==> src/rtl/ps2_tx_pkg.sv <==
package ps2_tx_pkg;

  typedef enum logic [1:0] {
    PH_WAIT = 2'd0,
    PH_HIGH = 2'd1,
    PH_LOW  = 2'd2
  } ph_t;

  // bits per frame and the last bit whose high phase may still be aborted
  localparam int FRAME_LEN  = 11;
  localparam int LAST_ABORT = 9;
  // cycles for a released CLK to show up through the input synchroniser
  localparam int SYNC_SKIP  = 2;

  function automatic logic odd_par(input logic [7:0] b);
    return ~^b;
  endfunction

  // bit k of the result is the k-th bit on the wire
  function automatic logic [FRAME_LEN-1:0] build_frame(input logic [7:0] b);
    return {1'b1, odd_par(b), b, 1'b0};
  endfunction

endpackage

==> src/rtl/ps2_half_timer.sv <==
module ps2_half_timer #(
  parameter int HALF_CYC = 8
) (
  input  logic                        clk,
  input  logic                        rst_n,
  input  logic                        clr,
  output logic [$clog2(HALF_CYC)-1:0] cnt,
  output logic                        last
);
  localparam int CW = $clog2(HALF_CYC);

  assign last = (cnt == CW'(HALF_CYC - 1));

  always_ff @(posedge clk) begin
    if (!rst_n || clr) cnt <= '0;
    else if (last)     cnt <= '0;
    else               cnt <= cnt + 1'b1;
  end

  AST_CNT_RANGE: assert property (@(posedge clk) disable iff (!rst_n)
    cnt <= CW'(HALF_CYC - 1));

endmodule

==> src/rtl/ps2_line_mon.sv <==
module ps2_line_mon #(
  parameter int IDLE_CYC = 8
) (
  input  logic clk,
  input  logic rst_n,
  input  logic clk_in,
  input  logic data_in,
  output logic clk_s,
  output logic lines_idle
);
  localparam int IW = $clog2(IDLE_CYC + 1);

  logic [1:0]    clk_sync, dat_sync;
  logic          data_s;
  logic [IW-1:0] idle_cnt;

  assign clk_s  = clk_sync[1];
  assign data_s = dat_sync[1];
  assign lines_idle = (idle_cnt == IW'(IDLE_CYC)) && clk_s && data_s;

  always_ff @(posedge clk) begin
    if (!rst_n) begin
      clk_sync <= '0;
      dat_sync <= '0;
      idle_cnt <= '0;
    end else begin
      clk_sync <= {clk_sync[0], clk_in};
      dat_sync <= {dat_sync[0], data_in};
      if (!(clk_s && data_s))             idle_cnt <= '0;
      else if (idle_cnt != IW'(IDLE_CYC)) idle_cnt <= idle_cnt + 1'b1;
    end
  end

  AST_IDLE_SEEN_HIGH: assert property (@(posedge clk) disable iff (!rst_n)
    lines_idle |-> $past(clk_s) && $past(data_s));

endmodule

==> src/rtl/ps2_dev_tx.sv <==
module ps2_dev_tx #(
  parameter int HALF_CYC = 3125  // half-period in clk cycles, at least 4
) (
  input  logic       clk,
  input  logic       rst_n,
  input  logic       tx_valid,
  input  logic [7:0] tx_data,
  output logic       tx_ready,
  input  logic       ps2_clk_in,
  input  logic       ps2_data_in,
  output logic       ps2_clk_drv_low,
  output logic       ps2_data_drv_low,
  output logic       busy,
  output logic       done,
  output logic       aborted
);
  import ps2_tx_pkg::*;

  localparam int CW  = $clog2(HALF_CYC);
  localparam int MID = HALF_CYC / 2;

  ph_t                  phase;
  logic [3:0]           bit_idx;
  logic                 out_bit;
  logic                 have_byte;
  logic [7:0]           hold_byte;
  logic                 done_q, abort_q;
  logic [CW-1:0]        cnt;
  logic                 last;
  logic                 clk_s, lines_idle;
  logic [FRAME_LEN-1:0] frame_bits;

  // named events for the assertions
  logic accept, start_go, contention, frame_end, at_mid, check_win, tmr_clr;

  assign frame_bits = build_frame(hold_byte);
  assign accept     = tx_valid && !have_byte;
  assign start_go   = (phase == PH_WAIT) && have_byte && lines_idle;
  assign at_mid     = (cnt == CW'(MID));
  assign check_win  = (phase == PH_HIGH) && (bit_idx <= 4'(LAST_ABORT))
                      && (cnt >= CW'(SYNC_SKIP));
  assign contention = check_win && !clk_s;
  assign frame_end  = (phase == PH_LOW) && last && (bit_idx == 4'(FRAME_LEN - 1));
  assign tmr_clr    = (phase == PH_WAIT) || contention;

  ps2_line_mon #(.IDLE_CYC(HALF_CYC)) u_mon (
    .clk        (clk),
    .rst_n      (rst_n),
    .clk_in     (ps2_clk_in),
    .data_in    (ps2_data_in),
    .clk_s      (clk_s),
    .lines_idle (lines_idle)
  );

  ps2_half_timer #(.HALF_CYC(HALF_CYC)) u_tmr (
    .clk   (clk),
    .rst_n (rst_n),
    .clr   (tmr_clr),
    .cnt   (cnt),
    .last  (last)
  );

  always_ff @(posedge clk) begin
    if (!rst_n) begin
      phase     <= PH_WAIT;
      bit_idx   <= '0;
      out_bit   <= 1'b1;
      have_byte <= 1'b0;
      hold_byte <= '0;
      done_q    <= 1'b0;
      abort_q   <= 1'b0;
    end else begin
      done_q  <= frame_end;
      abort_q <= contention;
      if (accept) begin
        have_byte <= 1'b1;
        hold_byte <= tx_data;
      end else if (frame_end) begin
        have_byte <= 1'b0;
      end
      unique case (phase)
        PH_WAIT: if (start_go) begin
          phase   <= PH_HIGH;
          bit_idx <= '0;
        end
        PH_HIGH: begin
          if (contention) begin
            phase   <= PH_WAIT;
            out_bit <= 1'b1;
          end else begin
            if (at_mid) out_bit <= frame_bits[bit_idx];
            if (last)   phase   <= PH_LOW;
          end
        end
        PH_LOW: if (last) begin
          if (bit_idx == 4'(FRAME_LEN - 1)) begin
            phase   <= PH_WAIT;
            out_bit <= 1'b1;
          end else begin
            bit_idx <= bit_idx + 1'b1;
            phase   <= PH_HIGH;
          end
        end
        default: phase <= PH_WAIT;
      endcase
    end
  end

  assign tx_ready         = !have_byte;
  assign busy             = (phase != PH_WAIT);
  assign ps2_clk_drv_low  = (phase == PH_LOW);
  assign ps2_data_drv_low = busy && !out_bit;
  assign done             = done_q;
  assign aborted          = abort_q;

  AST_START_ON_IDLE: assert property (@(posedge clk) disable iff (!rst_n)
    $rose(busy) |-> $past(lines_idle));
  AST_DATA_STEADY: assert property (@(posedge clk) disable iff (!rst_n)
    ps2_clk_drv_low && $past(ps2_clk_drv_low) |-> $stable(ps2_data_drv_low));
  AST_ABORT_RELEASE: assert property (@(posedge clk) disable iff (!rst_n)
    aborted |-> !ps2_clk_drv_low && !ps2_data_drv_low && !busy);
  AST_BYTE_KEPT: assert property (@(posedge clk) disable iff (!rst_n)
    aborted |-> !tx_ready);
  AST_DONE_PULSE: assert property (@(posedge clk) disable iff (!rst_n)
    done |=> !done);
  AST_READY_ON_DONE: assert property (@(posedge clk) disable iff (!rst_n)
    done |-> tx_ready && !aborted);

endmodule

==> config.mk <==
export PLATFORM = sky130hd
export DESIGN_NAME = ps2_dev_tx
export DESIGN_NICKNAME = d
export VERILOG_FILES = /design/src/rtl/ps2_tx_pkg.sv /design/src/rtl/ps2_half_timer.sv /design/src/rtl/ps2_line_mon.sv /design/src/rtl/ps2_dev_tx.sv
export SDC_FILE = /design/constraint.sdc
export NUM_CORES = 1
export LEC_CHECK = 0
export BUFFER_PORTS_ARGS = -buffer_cell sky130_fd_sc_hd__buf_2
export CORE_UTILIZATION = 62
export DETAILED_ROUTE_END_ITERATION = 10
export PLACE_DENSITY_LB_ADDON = 0.2
export SLEW_MARGIN = 20
export SYNTH_ARGS = -nofsm -noshare
export SYNTH_HDL_FRONTEND = slang
export SYNTH_HIERARCHICAL = 1
export SYNTH_SLANG_ARGS = --single-unit
==> constraint.sdc <==
create_clock -name clk -period 6.2 [get_ports clk]
set_input_delay 0.93 -clock clk [delete_from_list [all_inputs] [get_ports clk]]
set_output_delay 0.93 -clock clk [all_outputs]
set_load 0.1 [all_outputs]
After elaboration in Yosys (flattened, before gate mapping)

Cells that the tools add are included.

$add $sub $neg: 3
Magnitude comparators: 3
Equality and inequality tests: 13
Multiplexer cells: 19
Reductions and logical operators: 29

Operators by type and width:

| kind                    | count |
|---|---|
| $add A12 B1 Y12 const B | 2 |
| $eq A12 B12 Y1 const B  | 2 |
| $eq A12 B11 Y1 const B  | 1 |
| $ge A12 B2 Y1 const B   | 1 |
| $logic_and A1 B1 Y1     | 12 |
| $mux W4                 | 3 |
| $ne A12 B12 Y1 const B  | 1 |
| $mux W1                 | 8 |
| $mux W2                 | 4 |
| $pmux W4 S2             | 1 |
| $reduce_and A4 Y1       | 2 |
| $reduce_bool A2 Y1      | 4 |
| $reduce_xnor A8 Y1      | 1 |
| $ne A3 B3 Y1 const B    | 2 |
| $pmux W2 S3             | 1 |
| $lt A4 B5 Y1 const B    | 1 |
| $add A4 B1 Y4 const B   | 1 |
| $bmux W1 S4             | 1 |
| $eq A4 B4 Y1 const B    | 1 |
| $le A4 B4 Y1 const B    | 1 |
| $logic_not A1 Y1        | 4 |
| $ne A2 B1 Y1 const B    | 2 |
| $ne A2 B2 Y1 const B    | 2 |
| $reduce_and A3 Y1       | 1 |
| 7 further kinds         | 8 |

Register bits after elaboration: 46
Input bits: 13
Output and inout bits: 6
Word-level logic and storage cells: 78

Longest topological paths before layout

Gate-level depths: netlist of run 1.

Depth in word-level cells: 7
Gate-level depth with buffers: 11

Cells and area by module

The synthesis of run 1 kept the hierarchy.

By module, submodules not included:

| module         | times used | cells an instance | area an instance (um^2) | sequential area each (um^2) |
|---|---|---|---|---|
| ps2_dev_tx     | 1          | 129               | 1089.8                  | 360.3 |
| ps2_line_mon   | 1          | 74                | 701.9                   | 320.3 |
| ps2_half_timer | 1          | 63                | 583.1                   | 240.2 |

Least setup slack after synthesis of run 1

OpenSTA, ideal clock, no wires.

Kind: register to output
Start point: register phase[1]
End point: output port ps2_data_drv_low
Arrival time: 1752 ps
Required time: 5270 ps
Path slack: 3518 ps
Cell stages (with the launch flop): 3
Path buffers: 0
Cell sequence: dfxtp_1 -> nor2_1 -> nor2_1

Longest elaborated chain between the ends: 2

Ends and longest elaborated chain:

| what                     | RTL line          | RTL |
|---|---|---|
| start: declaration       | ps2_dev_tx.sv:22  | `ph_t phase;` |
| start signal: assignment | ps2_dev_tx.sv:65  | `phase <= PH_WAIT;` |
| start signal: assignment | ps2_dev_tx.sv:83  | `phase <= PH_HIGH;` |
| start signal: assignment | ps2_dev_tx.sv:88  | `phase <= PH_WAIT;` |
| $reduce_bool A2 Y1       | ps2_dev_tx.sv:110 | `assign busy = (phase != PH_WAIT);` |
| $logic_and A1 B1 Y1      | ps2_dev_tx.sv:112 | `assign ps2_data_drv_low = busy && !out_bit;` |
| end: declaration         | ps2_dev_tx.sv:12  | `output logic ps2_data_drv_low,` |

No other way between the ends.

Final worst setup path of run 1

Start point: register u_mon.idle_cnt[7]
End point: register bit_idx[3]

Longest elaborated chain between the ends: 6

Ends and longest elaborated chain:

| what                               | RTL line           | RTL |
|---|---|---|
| start: declaration                 | ps2_line_mon.sv:15 | `logic [IW-1:0] idle_cnt;` |
| start signal: assignment           | ps2_line_mon.sv:30 | `else if (idle_cnt != IW'(IDLE_CYC)) idle_cnt <= idle_cnt + 1'b1;` |
| $eq A12 B12 Y1                     | ps2_line_mon.sv:19 | `assign lines_idle = (idle_cnt == IW'(IDLE_CYC)) && clk_s && data_s;` |
| $logic_and A1 B1 Y1 (2 in a row)   | ps2_line_mon.sv:19 |  |
| named net lines_idle               | ps2_dev_tx.sv:30   | `logic clk_s, lines_idle;` |
| $logic_and A1 B1 Y1                | ps2_dev_tx.sv:38   | `assign start_go = (phase == PH_WAIT) && have_byte && lines_idle;` |
| $ne A2 B2 Y1 (no source line)      | n/a                |  |
| $reduce_and A4 Y1 (no source line) | n/a                |  |
| end signal: assignment             | ps2_dev_tx.sv:100  | `bit_idx <= bit_idx + 1'b1;` |
| end: declaration                   | ps2_dev_tx.sv:23   | `logic [3:0] bit_idx;` |

The timed path passes the listed nets, and every way through them passes these cells.
A chain may end at the register's enable or synchronous reset.

==> results of run 1 <==
-- routing by layer --
metal	GRT usage, %	share of wire [%]	wire [µm]	vias to the layer above
met4	9.09	0.69	32	0
li1	-	-	-	1009
met2	42.2	49	2260	26
met1	29.5	48	2220	972
met3	5.36	2.4	113	2
met5	0	0	0	-
-- cells by family after synthesis --
family	count (synthesis)
adder cells (fa/ha/maj)	8
buffers and inverters	18
XOR/XNOR	13
AO/OA/AOI/OAI	61
AND/OR/NAND/NOR	116
flip-flops	46
multiplexers	4
-- per-stage QoR --
stage                     power, µW  hold WS (ps)
after global placement          341           417
after floorplan                 333           412
after detailed placement        342           426
final                           544           446
after global routing            565           459
after CTS                       548           451
-- cell usage after synthesis, types with 7 or more instances --
| library cell | n |
|---|---|
| or3_1 | 7 |
| nand2_1 | 27 |
| o21ai_0 | 13 |
| ha_1 | 8 |
| a21oi_1 | 16 |
| dfxtp_1 | 46 |
| a21boi_0 | 9 |
| and2_1 | 9 |
| inv_1 | 13 |
| xnor2_1 | 10 |
| nand3_1 | 10 |
| nor2_1 | 13 |
| nand4_1 | 9 |
-- power breakdown --
part,leakage (µW),total (µW),internal [µW],switching (µW)
sequential,0.000373,305,300,4.47
combinational,0.000453,30.2,13.4,16.8
clock,0.0000575,209,113,96.1
total,0.000883,544,426,117
-- worst max-delay path by stage --
stage               cells after the start          endpoint              start  slack [ps]
detailed placement                      8        bit_idx[3]  u_mon/idle_cnt[7]        3720
global placement                        8        bit_idx[3]  u_mon/idle_cnt[7]        3740
finish                                  8        bit_idx[3]  u_mon/idle_cnt[7]        3670
floorplan                               2  ps2_data_drv_low           phase[1]        3520
global route                            8        bit_idx[3]  u_mon/idle_cnt[7]        3480
CTS                                     8        bit_idx[3]  u_mon/idle_cnt[7]        3690
-- flip-flops by register name, indices dropped and copies added, names as in the netlist --
name            cells
aborted             1
bit_idx             4
done                1
have_byte           1
hold_byte           8
out_bit             1
phase               2
u_mon/clk_sync      2
u_mon/dat_sync      2
u_mon/idle_cnt     12
u_tmr/cnt          12
-- cell type report --
class,count,share of cell area (%)
Tap cell,48,2.31
Sequential cell,46,35.5
Timing Repair Buffer,18,3.47
Clock buffer,8,4.24
Inverter,13,1.88
Multi-Input combinational cell,202,52.6
-- worst max-delay path, cell delays in order, from the launching register on --
cell	delay, ps
dfxtp_1	360
or4b_4	570
nor3_2	360
and3_1	230
nand3b_1	140
a221oi_2	400
nand4_1	160
xor2_1	150
nor2_1	50
==> impl_metrics.json, run 1 <==
{
  "layout_common_cells": "dfxtp_1 (46), nand2_1 (27), buf_2 (18)",
  "die-area_um2": 4080,
  "required_ps": 6380,
  "crit_fanout": 7,
  "multi_input_area_um2": 1370,
  "hold_violations": 0,
  "min_from": "u_mon/dat_sync[0]",
  "hold_end": "u_mon/dat_sync[1]",
  "start_util_pct": 64.9,
  "dpl_cell_area_um2": 2490,
  "grt_pass1_vias": 1809,
  "nets": 307,
  "synth_area_um2": 2370,
  "fin_cells": 335,
  "synthDistinctLibCells": 52,
  "firstDrtPassIters": 4,
  "synth_top_area_share_pct": 38.8,
  "synth_seq_area_share_pct": 38.8,
  "grt_max_degree": 26,
  "async_flop_share_pct": 0,
  "dp_hpwl_um": 3200,
  "finClkSkew_ps": 5.22,
  "slew_headroom_pct": 57.9,
  "numCtsBuffers": 5,
  "synth-compound-area-share_pct": 18.1,
  "min-delay-path-class": "register to register",
  "portBuffers": 18,
  "die_h_um": 63.9,
  "fin_setup_tns_ps": 0,
  "routed_wl_um": 4620,
  "rsz0062_at_grt": "no",
  "finish.utilization_pct": 71.0,
  "die_x_um": 63.9,
  "power_density_nw_per_um2": 209,
  "ant_nets": 0,
  "ys_ff_latch": 46,
  "yosysWarnings": 6,
  "synth_edf_count": 0,
  "synth.avg_cell_area_um2": 8.93,
  "syn_nets": 287,
  "reg2regPathDepth": 8,
  "min_period_ps": 2530,
  "cts_resized": 0,
  "num_antenna_cells": 0,
  "ys.flop_type": "dfxtp_1",
  "reg2reg_from": "u_mon/idle_cnt[7]",
  "drc": 0,
  "routabilityCongestion": 0.856,
  "final_common_cell": "dfxtp_1",
  "ctsHoldBuffers": 0,
  "power_leakage_uw": 0.000883,
  "worstPathArrival_ps": 2710,
  "gr-total-overflow": 0,
  "place_ws_ps": 3720,
  "status": "complete, no violations",
  "routedWlPerCell_um": 13.8,
  "fmax_mhz": 395,
  "min_path_cells": 1,
  "synth-xor-area-share_pct": 4.79,
  "num_io_pins": 19,
  "drive_gt1_share_pct": 15.0,
  "tightest_slew_ps": 631,
  "vias_per_cell": 6.00,
  "critPathKind": "register to register",
  "r2r_slack_ps": 3670,
  "antenna_found_initial": 0,
  "cts_root_buf": "clkbuf_8",
  "cts.sinks": 46,
  "grt_pass1_wl_um": 7800,
  "synth_top_family_by_area": "simple AND/OR/NAND/NOR gates",
  "cts_tree": "yes",
  "final_area_um2": 2600,
  "n_fill_cell": 294,
  "synth-simple-area-share_pct": 28.6,
  "register_area_um2": 921,
  "ir_worst_vdd_mv": 0.170,
  "drv_slew": 0,
  "clockBufferDepth": 2,
  "synthTopCellsByArea": "dfxtp_1 (39%), nand2_1 (4.3%), ha_1 (4.2%)",
  "postCtsSetupBuffers": 0,
  "fin_crit_sh_pct": 40.8,
  "start_kind": "register",
  "critPathCaptureType": "register",
  "num_rows": 22,
  "clock_latency_ps": 290,
  "synth_top_area_cell": "dfxtp_1",
  "grt_usage_pct": 24.4,
  "r2r-end": "bit_idx[3]",
  "setup_ws_ps": 3670,
  "synthMuxAreaShare_pct": 1.90,
  "setup_viol": 0,
  "synthToLayoutAreaGrowth_pct": 9.38,
  "cts.clk_slew.worst_paths_ps": 80,
  "dp_cells": 327,
  "h-tree-depth": 2,
  "drtIter0Drc": 133,
  "maxCapViolations": 0,
  "syn_inst": 266,
  "core_um2": 3660,
  "num_vias": 2009,
  "synthAdderAreaFrac_pct": 4.21
}
Note: power is estimated with default switching activity, not from simulation.
==> run 2: changes to the inputs <==
--- a/config.mk
+++ b/config.mk
@@ -6,7 +6,7 @@
 export NUM_CORES = 1
 export LEC_CHECK = 0
 export BUFFER_PORTS_ARGS = -buffer_cell sky130_fd_sc_hd__buf_2
-export CORE_UTILIZATION = 62
+export CORE_UTILIZATION = 59
 export DETAILED_ROUTE_END_ITERATION = 10
 export PLACE_DENSITY_LB_ADDON = 0.2
 export SLEW_MARGIN = 20
==> constraint.sdc (replaced) <==
create_clock -name clk -period 2.52 [get_ports clk]
set_input_delay 0.378 -clock clk [delete_from_list [all_inputs] [get_ports clk]]
set_output_delay 0.378 -clock clk [all_outputs]
set_load 0.1 [all_outputs]
==> run 2 against run 1 <==
Die area up 4.9%. Cell count up 1.5%. Highest routed layer unchanged. Critical path depth unchanged. Maximum frequency up 9.2%. Total power up 140%. Largest cell class unchanged. Sequential share of layout area down 0.49 points. First-iteration DRC count down 0.75%.
==> impl_metrics.json, run 2 (synthesis gave the netlist of run 1 again) <==
{
  "cts.sinks": 46,
  "core_um2": 3770,
  "clockBufferDepth": 2,
  "gr-total-overflow": 0,
  "num_io_pins": 19,
  "grt_usage_pct": 23.7,
  "final_area_um2": 2630,
  "grt_pass1_vias": 1775,
  "worstPathArrival_ps": 2500,
  "drc": 0,
  "drtIter0Drc": 132,
  "cpMaxStageDelayCell": "or4b_4",
  "layout_common_cells": "dfxtp_1 (46), nand2_1 (27), buf_2 (18)",
  "antenna_found_initial": 0,
  "reg_top3": "u_mon/idle_cnt x12, u_tmr/cnt x12, hold_byte x8",
  "clock_latency_ps": 300,
  "cts_tree": "yes",
  "drive_gt1_share_pct": 16.1,
  "die_x_um": 65.4,
  "setup_ws_ps": 203,
  "grt_pass1_wl_um": 7930,
  "critPathKind": "register to register",
  "numCtsBuffers": 5,
  "power_density_nw_per_um2": 488,
  "grt_max_degree": 23,
  "ant_nets": 0,
  "finClkSkew_ps": 6.37,
  "maxCapViolations": 0,
  "dpl_cell_area_um2": 2520,
  "h-tree-depth": 2,
  "hold_violations": 0,
  "slowest_delay_ps": 590,
  "synthToLayoutAreaGrowth_pct": 10.9,
  "fmax_mhz": 432,
  "die-area_um2": 4280,
  "p_total_uw": 1280,
  "num_antenna_cells": 0,
  "crit_fanout": 7,
  "start_util_pct": 63.0,
  "tightest_slew_ps": 581,
  "status": "complete, no violations",
  "nets": 312,
  "min-delay-path-class": "primary input to register",
  "cts_root_buf": "clkbuf_8",
  "cts.clk_slew.worst_paths_ps": 80,
  "num_vias": 1971,
  "routedWlPerCell_um": 13.3,
  "vias_per_cell": 5.80,
  "die_h_um": 65.4,
  "portBuffers": 18,
  "dp_hpwl_um": 3230,
  "start_kind": "register",
  "required_ps": 2710,
  "place_ws_ps": 196,
  "routabilityCongestion": 0.819,
  "cp_cell_sequence": "or4b_4, nor3_4, and3_1, nand3b_1, a221oi_4, nand4_1, xor2_1, nor2_1",
  "num_rows": 22,
  "routed_wl_um": 4520,
  "setup_viol": 0,
  "hold_ws_ps": 289,
  "final_common_cell": "dfxtp_1",
  "power_leakage_uw": 0.000917,
  "slew_headroom_pct": 61.2,
  "firstDrtPassIters": 4,
  "ir_worst_vdd_mv": 0.412,
  "min_period_ps": 2320,
  "fin_crit_sh_pct": 92.0,
  "drv_slew": 0,
  "critPathCaptureType": "register"
}
## run 2: worst max-delay path, delay by kind of cell (launching register included)
family,cells,cell delay [ps]
XOR/XNOR,1,160
flip-flops,1,370
AND/OR/NAND/NOR,6,1350
AO/OA/AOI/OAI,1,330
## run 2: area by class of cell
type	instances	area, µm²
multi-input cells	202	1390
fillers	313	1140
flip-flops and latches	46	921
repair buffers	23	128
clock buffers	7	86.3
well taps	48	60.1
inverters	13	48.8
clock inverters	1	5.00
## run 2: timing repair
item                       in CTS  in global routing
setup endpoints to repair       0                  4
hold buffers                    0                  0
buffers inserted                0                  1
gates resized for setup         0                  2
## run 2: stage by stage
step           setup TNS, ps  std cells  utilization [%]
5_1_grt                -26.4        340             69.8
4_1_cts                    0        339             69.2
3_3_place_gp               0        331             66.8
2_1_floorplan              0        266                -
6_report                   0        340             69.8
3_5_place_dp               0        331             66.8
## run 2: path summary, 6_finish.rpt
check / depth (start not counted) / endpoint / slack (ps) / start
hold reg to reg: 1 / u_mon/clk_sync[1] / 430 / u_mon/clk_sync[0]
setup / recovery: 8 / bit_idx[3] / 200 / u_mon/idle_cnt[7]
setup reg to reg: 8 / bit_idx[3] / 200 / u_mon/idle_cnt[7]
hold / removal: 2 / u_mon/dat_sync[0] / 290 / ps2_data_in
## run 2: per-layer routing
layer / part of all wire, % / vias up / track usage, %
met5: 0 / - / 0
met4: 0.97 / 0 / 8.42
met3: 4.3 / 4 / 5.38
met2: 46 / 43 / 37.5
met1: 49 / 907 / 31.4
li1: - / 1017 / -
## run 2: power breakdown
part           switching (µW)  total (µW)  internal [µW]
Clock                     238         459            221
Combinational            41.7        75.7           34.0
Sequential               11.0         749            738
Total                     290        1280            994
==> run 3: changes to the inputs <==
--- a/config.mk
+++ b/config.mk
@@ -5,8 +5,10 @@
 export SDC_FILE = /design/constraint.sdc
 export NUM_CORES = 1
 export LEC_CHECK = 0
+export ABC_AREA = 1
 export BUFFER_PORTS_ARGS = -buffer_cell sky130_fd_sc_hd__buf_2
-export CORE_UTILIZATION = 59
+export CORE_UTILIZATION = 60
+export CTS_CLUSTER_DIAMETER = 40
 export DETAILED_ROUTE_END_ITERATION = 10
 export PLACE_DENSITY_LB_ADDON = 0.2
 export SLEW_MARGIN = 20
==> run 3 against run 2 <==
Via count rose by 23%. Count of clock-buffer cells in the layout fell by 1. Hold slack worse by 27 ps. Cell count is 35% higher. Die area grew 7.5%. Area after synthesis increased by 9.5%. Combinational power is 110% higher. Register-to-register slack gained 500 ps. Critical path type unchanged. Highest routed layer unchanged.
==> impl_metrics.json, run 3 <==
{
  "synthToLayoutAreaGrowth_pct": 10.6,
  "syn_inst": 387,
  "drv_slew": 0,
  "power_leakage_uw": 0.00119,
  "synth_top_area_share_pct": 35.4,
  "ys_ff_latch": 46,
  "power_density_nw_per_um2": 558,
  "synth_common_cells": "nand2_1 (112), inv_1 (47), dfxtp_1 (46), nor2_1 (40), a21oi_1 (29)",
  "fin_cells": 460,
  "synth_top_family_by_area": "simple AND/OR/NAND/NOR gates",
  "finish.utilization_pct": 70.4,
  "drtIter0Drc": 174,
  "async_flop_share_pct": 0,
  "required_ps": 2750,
  "ant_nets": 0,
  "gr-total-overflow": 0,
  "synth-xor-area-share_pct": 2.69,
  "start_util_pct": 63.7,
  "routed_wl_um": 5570,
  "fin_crit_sh_pct": 72.2,
  "setup_ws_ps": 700,
  "start_kind": "register",
  "numCtsBuffers": 5,
  "min_from": "ps2_clk_in",
  "min_period_ps": 1820,
  "firstDrtPassIters": 5,
  "routabilityCongestion": 0.857,
  "grt_usage_pct": 26.9,
  "die_x_um": 67.8,
  "dp_hpwl_um": 4150,
  "ir_worst_vdd_mv": 0.425,
  "comb_power_share_pct": 10.1,
  "p_switching_uw": 387,
  "setup_viol": 0,
  "clock_latency_ps": 310,
  "synth.most_common_cell": "nand2_1",
  "ctsHoldBuffers": 0,
  "min-delay-path-class": "primary input to register",
  "die-area_um2": 4600,
  "clockPowerShare_pct": 42.3,
  "tightest_slew_ps": 484,
  "synth-compound-area-share_pct": 9.72,
  "routedWlPerCell_um": 12.1,
  "antenna_found_initial": 0,
  "num_io_pins": 19,
  "synth_area_um2": 2600,
  "fin_setup_tns_ps": 0,
  "place_ws_ps": 691,
  "grt_max_degree": 18,
  "drc": 0,
  "critPathCaptureType": "register",
  "p_int_uw": 1220,
  "core_um2": 4090,
  "synthAdderAreaFrac_pct": 3.85,
  "worstPathArrival_ps": 2050,
  "switching_share_pct": 24.1,
  "synth_top_area_cell": "dfxtp_1",
  "crit_fanout": 12,
  "synthMuxAreaShare_pct": 0,
  "critPathKind": "register to register",
  "rsz0062_at_grt": "no",
  "synth-simple-area-share_pct": 39.9,
  "reg_top3": "u_mon/idle_cnt x12, u_tmr/cnt x12, hold_byte x8",
  "crit_start": "bit_idx[0]",
  "synthDistinctLibCells": 31,
  "grt_pass1_vias": 2148,
  "num_antenna_cells": 0,
  "drive_gt1_share_pct": 14.9,
  "dp_cells": 452,
  "ys.flop_type": "dfxtp_1",
  "fmax_mhz": 549,
  "yosysWarnings": 6,
  "final_common_cell": "nand2_1",
  "synthTopCellsByArea": "dfxtp_1 (35%), nand2_1 (16%), inv_1 (6.8%)",
  "synth_seq_area_share_pct": 35.4,
  "layout_common_cells": "nand2_1 (112), inv_1 (47), dfxtp_1 (46)",
  "syn_nets": 408,
  "grt_pass1_wl_um": 9200,
  "slew_headroom_pct": 68.0,
  "cts_root_buf": "clkbuf_8",
  "clockBufferDepth": 2,
  "num_rows": 23,
  "p_total_uw": 1610,
  "power.share.sequential_pct": 47.6,
  "cts.sinks": 46,
  "finClkSkew_ps": 11.7,
  "portBuffers": 18,
  "cts.clk_slew.worst_paths_ps": 100,
  "vias_per_cell": 5.27,
  "maxCapViolations": 0,
  "cts_tree": "yes",
  "reg2reg_from": "bit_idx[0]",
  "postCtsSetupBuffers": 0,
  "synth_edf_count": 0,
  "h-tree-depth": 2,
  "die_h_um": 67.8,
  "num_vias": 2424,
  "status": "complete, no violations",
  "nets": 430,
  "synth.avg_cell_area_um2": 6.72,
  "hold_violations": 0,
  "cts_resized": 0
}
==> run 3: logic make-up (layout without fill, tap and decap cells) <==
kind of cell,count (synthesis),count (layout)
AOI/OAI and AO/OA,49,49
xor gates and xnor gates,8,8
adders and majority gates,8,8
buffers and inverters,56,79
DFF,46,46
and+or+nand+nor,220,220
==> run 3: layout make-up <==
class / count / area (µm²)
fill: 353 / 1210
tap: 50 / 62.6
clock inverter: 2 / 60.1
clock buffer: 6 / 82.6
inverter: 53 / 199
multi-input combinational: 285 / 1460
sequential: 46 / 921
timing repair buffer: 18 / 90.1
==> run 3: worst paths after layout <==
| check | end | slack, ps | cells after the start |
|---|---|---|---|
| max | u_tmr/cnt[8] | 700 | 9 |
| min | u_mon/clk_sync[0] | 260 | 3 |
| max reg2reg | u_tmr/cnt[8] | 700 | 9 |
| min reg2reg | u_mon/clk_sync[1] | 420 | 2 |
==> run 3: critical path, cell delays in order (launching register included) <==
cell     delay, ps
dfxtp_1        470
inv_2          140
ha_1           220
o21ai_0        160
nand2_1        110
nand3_4        120
nand2_1         60
nor2_1         120
nand2_2        170
a21oi_1        170
==> run 3: power groups by stage <==
stage          registers, µW  clock network (µW)  logic, µW
3_3_place_gp             780                   0        156
4_1_cts                  764                 687        161
6_report                 764                 679        162
5_1_grt                  768                 723        181
3_5_place_dp             781                   0        160
2_1_floorplan            777                   0        128
==> run 3: metal layers <==
layer	vias up	track usage (%)	share of wire [%]
met5	-	0	0
li1	1266	-	-
met2	56	44.6	48
met3	7	6.67	4.4
met1	1095	34.1	46
met4	0	8.59	1.1
==> run 3: per-stage QoR <==
stage | instance area, µm² | hold slack [ps]
detailed placement | 2730 | 408
floorplan | 2600 | 390
finish | 2880 | 262
CTS | 2880 | 256
global placement | 2730 | 405
global route | 2880 | 251
